**src/rtl/pcf_pkg.sv**
```systemverilog
package pcf_pkg;

    parameter int ADDR_W  = 32;
    parameter int INSTR_W = 32;

    typedef logic [ADDR_W-1:0]  addr_t;
    typedef logic [INSTR_W-1:0] instr_t;

    typedef enum logic [1:0] {
        PC_HOLD     = 2'd0,
        PC_STEP     = 2'd1,
        PC_REDIRECT = 2'd2
    } pc_sel_e;

    typedef struct packed {
        logic  valid;
        logic  jump;
        addr_t target;
    } fetch_ctl_t;

    // Stall dominates; among valid cycles the redirect dominates the step.
    function automatic pc_sel_e pick_sel(input fetch_ctl_t c);
        if (!c.valid)
            return PC_HOLD;
        else if (c.jump)
            return PC_REDIRECT;
        else
            return PC_STEP;
    endfunction

endpackage

```
**src/rtl/pcf_sel.sv**
```systemverilog
module pcf_sel
    import pcf_pkg::*;
(
    input  fetch_ctl_t ctl,
    output pc_sel_e    sel
);
    always_comb begin
        sel = pick_sel(ctl);
    end
endmodule

```
**src/rtl/pcf_next_calc.sv**
```systemverilog
module pcf_next_calc
    import pcf_pkg::*;
#(
    parameter int STEP_BYTES = 4
) (
    input  pc_sel_e sel,
    input  addr_t   cur_pc,
    input  addr_t   target,
    output addr_t   nxt_pc
);
    localparam addr_t STEP = addr_t'(STEP_BYTES);

    addr_t seq_pc;

    // The step is computed modulo 2^ADDR_W (the carry out is dropped).
    generate
        if ((STEP_BYTES & (STEP_BYTES - 1)) == 0 && STEP_BYTES > 1) begin : g_pow2
            localparam int LSB = $clog2(STEP_BYTES);
            // Low bits are word-aligned by construction; add at word granularity.
            always_comb begin
                seq_pc = {cur_pc[ADDR_W-1:LSB] + 1'b1, cur_pc[LSB-1:0]};
            end
        end else begin : g_generic
            always_comb begin
                seq_pc = cur_pc + STEP;
            end
        end
    endgenerate

    always_comb begin
        unique case (sel)
            PC_STEP:     nxt_pc = seq_pc;
            PC_REDIRECT: nxt_pc = target;
            default:     nxt_pc = cur_pc;
        endcase
    end
endmodule

```
**src/rtl/pcf_pc_reg.sv**
```systemverilog
module pcf_pc_reg
    import pcf_pkg::*;
#(
    parameter addr_t ENTRY_ADDR = 32'h0000_1000
) (
    input  logic  clk,
    input  logic  rst,
    input  addr_t nxt_pc,
    output addr_t pc_q
);
    always_ff @(posedge clk) begin
        if (rst)
            pc_q <= ENTRY_ADDR;
        else
            pc_q <= nxt_pc;
    end
endmodule

```
**src/rtl/pc_fetch_unit.sv**
```systemverilog
module pc_fetch_unit
    import pcf_pkg::*;
#(
    parameter addr_t ENTRY_ADDR = 32'h0000_1000,
    parameter int    STEP_BYTES = 4
) (
    input  logic               clk,
    input  logic               rst,
    input  logic               jump_req,
    input  logic [ADDR_W-1:0]  jump_target,
    input  logic               fetch_valid,
    input  logic [INSTR_W-1:0] mem_rdata,
    output logic [ADDR_W-1:0]  fetch_addr,
    output logic [INSTR_W-1:0] instr_out
);
    fetch_ctl_t ctl;
    pc_sel_e    sel;
    addr_t      pc_q;
    addr_t      nxt_pc;

    always_comb begin
        ctl.valid  = fetch_valid;
        ctl.jump   = jump_req;
        ctl.target = jump_target;
    end

    pcf_sel u_sel (
        .ctl (ctl),
        .sel (sel)
    );

    pcf_next_calc #(.STEP_BYTES(STEP_BYTES)) u_next (
        .sel    (sel),
        .cur_pc (pc_q),
        .target (ctl.target),
        .nxt_pc (nxt_pc)
    );

    pcf_pc_reg #(.ENTRY_ADDR(ENTRY_ADDR)) u_pc (
        .clk    (clk),
        .rst    (rst),
        .nxt_pc (nxt_pc),
        .pc_q   (pc_q)
    );

    assign fetch_addr = pc_q;
    assign instr_out  = mem_rdata;
endmodule

```
**config.mk**
```make
export PLATFORM = sky130hd
export DESIGN_NAME = pc_fetch_unit
export DESIGN_NICKNAME = d
export VERILOG_FILES = /design/src/rtl/pcf_pkg.sv /design/src/rtl/pcf_sel.sv /design/src/rtl/pcf_next_calc.sv /design/src/rtl/pcf_pc_reg.sv /design/src/rtl/pc_fetch_unit.sv
export SDC_FILE = /design/constraint.sdc
export NUM_CORES = 1
export LEC_CHECK = 0
export CORE_ASPECT_RATIO = 0.9
export CORE_MARGIN = 5
export CORE_UTILIZATION = 40
export CTS_BUF_LIST = sky130_fd_sc_hd__clkbuf_2 sky130_fd_sc_hd__clkbuf_4 sky130_fd_sc_hd__clkbuf_8
export DETAILED_ROUTE_END_ITERATION = 7
export PLACE_DENSITY = 0.85
export SYNTH_ARGS = -nofsm -noshare
export SYNTH_HDL_FRONTEND = slang
export SYNTH_SLANG_ARGS = --single-unit
export TNS_END_PERCENT = 1
```
**constraint.sdc**
```tcl
create_clock -name clk -period 3 [get_ports clk]
set_clock_uncertainty 0.2 [all_clocks]
set_input_delay 0.6 -clock clk [delete_from_list [all_inputs] [get_ports clk]]
set_output_delay 0.6 -clock clk [all_outputs]
set_load 0.02 [all_outputs]
```
==> results of run 1 <==
-- per-layer routing --
metal / vias up / wire (µm) / part of all wire [%]
li1: 1202 / - / -
met5: - / 0 / 0
met2: 187 / 3330 / 45
met4: 0 / 174 / 2.3
met3: 28 / 860 / 12
met1: 1221 / 3090 / 41
-- power breakdown --
group          switching [W]  total [W]  leakage, nW  internal (W)
clock               0.000166   0.000372       0.0523      0.000205
sequential         0.0000437   0.000495        0.263      0.000452
combinational       0.000127   0.000260        0.651      0.000133
total               0.000337    0.00113        0.966      0.000791
-- worst min-delay path: cells and delay by family, from the launching register on --
family,cells,cell delay (ns)
AND/OR/NAND/NOR,1,0.06
AO/OA/AOI/OAI,1,0.06
flip-flops,1,0.32
-- metrics by stage --
step	setup WS [ns]	hold WS, ns	power [W]
3_3_place_gp	0.427	0.254	0.000755
6_report	0.629	0.278	0.00113
2_1_floorplan	0.762	0.335	0.000684
3_5_place_dp	0.399	0.267	0.000760
5_1_grt	0.442	0.310	0.00116
4_1_cts	0.666	0.281	0.00112
-- Yosys cell counts, drive strengths merged, types with 2 or more instances --
| library cell | count | area (µm²) |
|---|---|---|
| or4 | 3 | 22.5 |
| nand3 | 11 | 60.1 |
| nand4 | 17 | 106 |
| a41o | 2 | 20.0 |
| a311o | 5 | 51.3 |
| o41ai | 2 | 17.5 |
| and4 | 3 | 26.3 |
| nand3b | 3 | 22.5 |
| a31oi | 13 | 81.3 |
| nor4 | 8 | 50.1 |
| o22ai | 3 | 18.8 |
| a211oi | 4 | 30.0 |
| and2 | 6 | 37.5 |
| o21ai | 9 | 45.0 |
| nor2 | 21 | 78.8 |
| a21o | 2 | 15.0 |
| nand2 | 32 | 120 |
| mux2i | 2 | 20.0 |
| inv | 8 | 30.0 |
| a2bb2oi | 2 | 17.5 |
| a22oi | 10 | 75.1 |
| o221ai | 3 | 26.3 |
| buf | 37 | 269 |
| and3 | 4 | 25.0 |
| a21oi | 17 | 85.1 |
| o311ai | 3 | 26.3 |
| dfxtp | 32 | 641 |
| clkbuf | 18 | 67.6 |
| nor2b | 2 | 12.5 |
| nor3 | 9 | 45.0 |
| nand2b | 2 | 12.5 |
-- final cells by class --
cell class              instances  share of cell area (%)
multi-input cells             214                    44.0
flip-flops and latches         32                    21.9
well taps                      70                    2.99
repair buffers                 82                    26.7
inverters                       8                    1.03
clock buffers                   8                    3.33
-- cell families (layout without fill, tap and decap cells) --
| family | after synthesis | after routing | share of synthesized area, % |
|---|---|---|---|
| AO/OA/AOI/OAI | 85 | 85 | 25.9 |
| adder cells (fa/ha/maj) | 1 | 1 | 0.545 |
| XOR/XNOR | 1 | 1 | 0.381 |
| multiplexers | 3 | 3 | 1.36 |
| flip-flops | 32 | 32 | 27.9 |
| AND/OR/NAND/NOR | 124 | 124 | 27.9 |
| buffers and inverters | 63 | 98 | 16.0 |
-- worst max-delay path by stage --
| stage | start | end | slack [ns] | depth (start not counted) |
|---|---|---|---|---|
| after floorplan | u_pc.pc_q[11] | u_pc.pc_q[17] | 0.76 | 6 |
| after global placement | fetch_valid | u_pc.pc_q[17] | 0.43 | 4 |
| after detailed placement | fetch_valid | u_pc.pc_q[17] | 0.40 | 4 |
| after CTS | u_pc.pc_q[11] | u_pc.pc_q[17] | 0.67 | 4 |
| after global routing | u_pc.pc_q[2] | u_pc.pc_q[18] | 0.44 | 5 |
| final | fetch_valid | u_pc.pc_q[17] | 0.63 | 4 |
==> flow_summary.yaml, run 1 <==
critical_path:
  startpoint_type: "input port"
  slowest_stage: "clkdlybuf4s50_1"
  critPathMaxStageDelay_ns: 0.65
  reg2reg_slack_ns: 0.64
  crit_buf_inv: 1
  rr_worst_depth: 4
  end_kind: "flop"
  worstPathRequired_ns: 3.02
  critPathMaxFanout: 12
  cp_cell_sequence: "clkdlybuf4s50_1 -> nand2b_1 -> or4_1 -> a31oi_1"
  r2r-end: "u_pc.pc_q[17]"
  regToRegStartpoint: "u_pc.pc_q[11]"
  arrival_ns: 2.39
  crit_type: "input port to flop"
  cp_top_family: "simple AND/OR/NAND/NOR gates"
logic_synthesis:
  synth-seq-cells: 32
  ys.flop_type: "dfxtp_1"
  ys_async_sr_fraction_pct: 0
  synth_edf_count: 0
  synth_nets: 378
  synth-seq-area-share_pct: 27.9
  netlist-cell-type-count: 51
  netlist_area_um2: 2300
  syn_avg_cell_area_um2: 7.43
  synth_warnings: 0
  synth_cells: 309
cells_and_area:
  largest_reg_flops: 32
  finalInstanceArea_um2: 2930
  n_fill_cell: 536
  syn2layout_area_growth_pct: 27.5
  fin_cells: 414
  fin_nets: 412
  fin_util_pct: 52.0
  regArea_um2: 641
  layout_common_cells: "clkdlybuf4s50_1, nand2_1, dfxtp_1, nor2_1"
  drive_above_1_share_pct: 7.85
  mostFrequentLayoutCell: "clkdlybuf4s50_1"
  largest-register: "u_pc.pc_q"
  largestRegisters: "u_pc.pc_q (32)"
  multi_input_area_um2: 1290
  diodes: 0
route:
  drcViolationCount: 0
  wl_um: 7450
  vias_per_cell: 6.37
  via_count: 2638
  dr.pass1.iters: 5
  wl_per_cell_um: 18.0
  ant_nets: 0
  first_iter_violations: 430
power:
  ir_worst_vdd_v: 0.000263
  leakage_nw: 0.966
  p_per_area_nw_per_um2: 385
clocking:
  cts_setup_buffers: 0
  holdBufCountCts: 0
  cts_made_buffers: 5
  clock_path_buffers: 2
  cts_resized: 0
  clk_latency_ns: 0.28
  cts_tree: "built"
  h-tree-depth: 2
  root_buffer: "clkbuf_8"
  cts.sinks: 32
  path_clk_slew_ns: 0.07
global_routing:
  grt_busiest_layer: "met2"
  met1_usage_pct: 25.6
  grt_pass1_wl_um: 11700
  grt_overflow_total: 0
  track_usage_pct: 19.1
  grt_use_met3_pct: 5.04
  grt_pass1_vias: 2373
  antenna_found_initial: 0
  met2_usage_pct: 30.3
  grt_max_degree: 36
timing:
  clock.fmax_mhz: 422
  tightest_slew_ns: 0.652
  slew_headroom_pct: 56.1
  final_hold_viol_count: 0
  finalSetupViolations: 0
  slew_viol_final: 0
  setup_tns_ns: 0
  period_minus_slack_ns: 2.37
  finalCritPeriodShare_pct: 79.0
  rsz0062_at_grt: "false"
place:
  placed_cell_area_um2: 2830
  io_buffers: 67
  dp_hpwl_um: 5350
  finalWeightedCongestion: 0.947
  place_inst: 406
floorplan:
  die_h_um: 81.9
  initial_core_util_pct: 40.8
  die_w_um: 89.9
  coreArea_um2: 5630
  die_area_um2: 7360
  rows: 26
  ios: 132
flow_run:
  drv_cap: 0
status:
  status: "finished clean"
min_path:
  worstHoldStart: "u_pc.pc_q[1]"
  hold_depth: 2
  hold_end: "u_pc.pc_q[1]"
  worstHoldPathType: "flop to flop"
No activity file was read; power rests on OpenSTA's default activity.
==> run 2: changes to the inputs <==
==> constraint.sdc (replaced) <==
create_clock -name clk -period 2.25 [get_ports clk]
set_clock_uncertainty 0.2 [all_clocks]
set_input_delay 0.45 -clock clk [delete_from_list [all_inputs] [get_ports clk]]
set_output_delay 0.45 -clock clk [all_outputs]
set_load 0.02 [all_outputs]
==> flow_summary.yaml, run 2 (synthesized netlist as in run 1, its figures left out) <==
status:
  status: "finished clean"
clocking:
  clock_path_buffers: 2
  holdBufCountCts: 0
  cts_resized: 0
  cts_tree: "built"
  h-tree-depth: 2
  cts.sinks: 32
  clk_latency_ns: 0.30
  root_buffer: "clkbuf_8"
  cts_setup_buffers: 0
  cts_made_buffers: 5
  path_clk_slew_ns: 0.07
min_path:
  worstHoldStart: "u_pc.pc_q[1]"
  worstHoldPathType: "flop to flop"
route:
  dr.pass1.iters: 5
  wl_um: 7590
  vias_per_cell: 6.06
  ant_nets: 0
  first_iter_violations: 282
  via_count: 2654
  drcViolationCount: 0
  wl_per_cell_um: 17.3
cells_and_area:
  largest-register: "u_pc.pc_q"
  layout_common_cells: "clkdlybuf4s50_1, buf_4, nand2_1, dfxtp_1, nor2_1"
  largest_reg_flops: 32
  drive_above_1_share_pct: 14.4
  syn2layout_area_growth_pct: 38.2
  largestRegisters: "u_pc.pc_q (32)"
  diodes: 0
  fin_cells: 438
  fin_util_pct: 56.4
  finalInstanceArea_um2: 3170
  mostFrequentLayoutCell: "clkdlybuf4s50_1"
  fin_nets: 436
timing:
  final_hold_viol_count: 0
  slew_viol_final: 0
  finalCritPeriodShare_pct: 95.4
  period_minus_slack_ns: 2.15
  setup_tns_ns: 0
  tightest_slew_ns: 0.561
  clock.fmax_mhz: 466
  rsz0062_at_grt: "false"
  finalSetupViolations: 0
  slew_headroom_pct: 62.5
global_routing:
  antenna_found_initial: 0
  grt_overflow_total: 0
  grt_max_degree: 37
  grt_pass1_vias: 2392
  track_usage_pct: 19.8
  grt_pass1_wl_um: 11900
critical_path:
  crit_buf_inv: 1
  cp_cell_sequence: "clkdlybuf4s50_1"
  crit_type: "flop to output port"
  critical_path.startpoint: "u_pc.pc_q[13]"
  arrival_ns: 1.50
  critPathMaxFanout: 9
  critPathMaxStageDelay_ns: 0.68
  end_kind: "output port"
  cp_top_family: "buffers and inverters"
  regToRegStartpoint: "u_pc.pc_q[2]"
  startpoint_type: "flop"
  worstPathRequired_ns: 1.60
  slowest_stage: "clkdlybuf4s50_1"
floorplan:
  die_area_um2: 7360
  ios: 132
  die_h_um: 81.9
  initial_core_util_pct: 40.8
  die_w_um: 89.9
  coreArea_um2: 5630
  rows: 26
place:
  io_buffers: 67
  finalWeightedCongestion: 0.923
  place_inst: 430
  placed_cell_area_um2: 3040
  dp_hpwl_um: 5640
power:
  leakage_nw: 1.10
  power_w: 0.00166
  ir_worst_vdd_v: 0.000295
  p_per_area_nw_per_um2: 524
flow_run:
  drv_cap: 0
-- run 2: routing by layer --
| layer | vias to the layer above | global-route usage [%] | wire length [µm] |
|---|---|---|---|
| li1 | 1253 | - | - |
| met1 | 1249 | 26.3 | 3370 |
| met2 | 142 | 30.8 | 3430 |
| met3 | 10 | 6.32 | 728 |
| met4 | 0 | 5.80 | 63 |
| met5 | - | 0 | 0 |
-- run 2: area by class of cell --
class	instances	area [µm²]
repair buffers	106	988
multi-input cells	214	1300
well taps	70	87.6
clock buffers	7	96.3
inverters	8	30.0
fillers	530	2450
clock inverters	1	30.0
flip-flops and latches	32	641
-- run 2: metrics by stage --
step                hold slack (ns)  setup slack [ns]
floorplan                     0.335            0.0116
global placement              0.263            0.0556
detailed placement            0.259            0.0324
CTS                           0.272             0.121
global route                  0.303           0.00142
finish                        0.277             0.103
-- run 2: final timing paths --
path	to	slack [ns]	cells after the start
hold reg to reg	u_pc.pc_q[1]	0.28	2
setup / recovery	fetch_addr[13]	0.10	1
setup reg to reg	u_pc.pc_q[19]	0.12	5
hold / removal	u_pc.pc_q[1]	0.28	2
-- run 2: where the power goes --
part	total (W)	internal, W	switching (W)
Combinational	0.000383	0.000201	0.000182
Clock	0.000628	0.000391	0.000237
Sequential	0.000652	0.000602	0.0000500
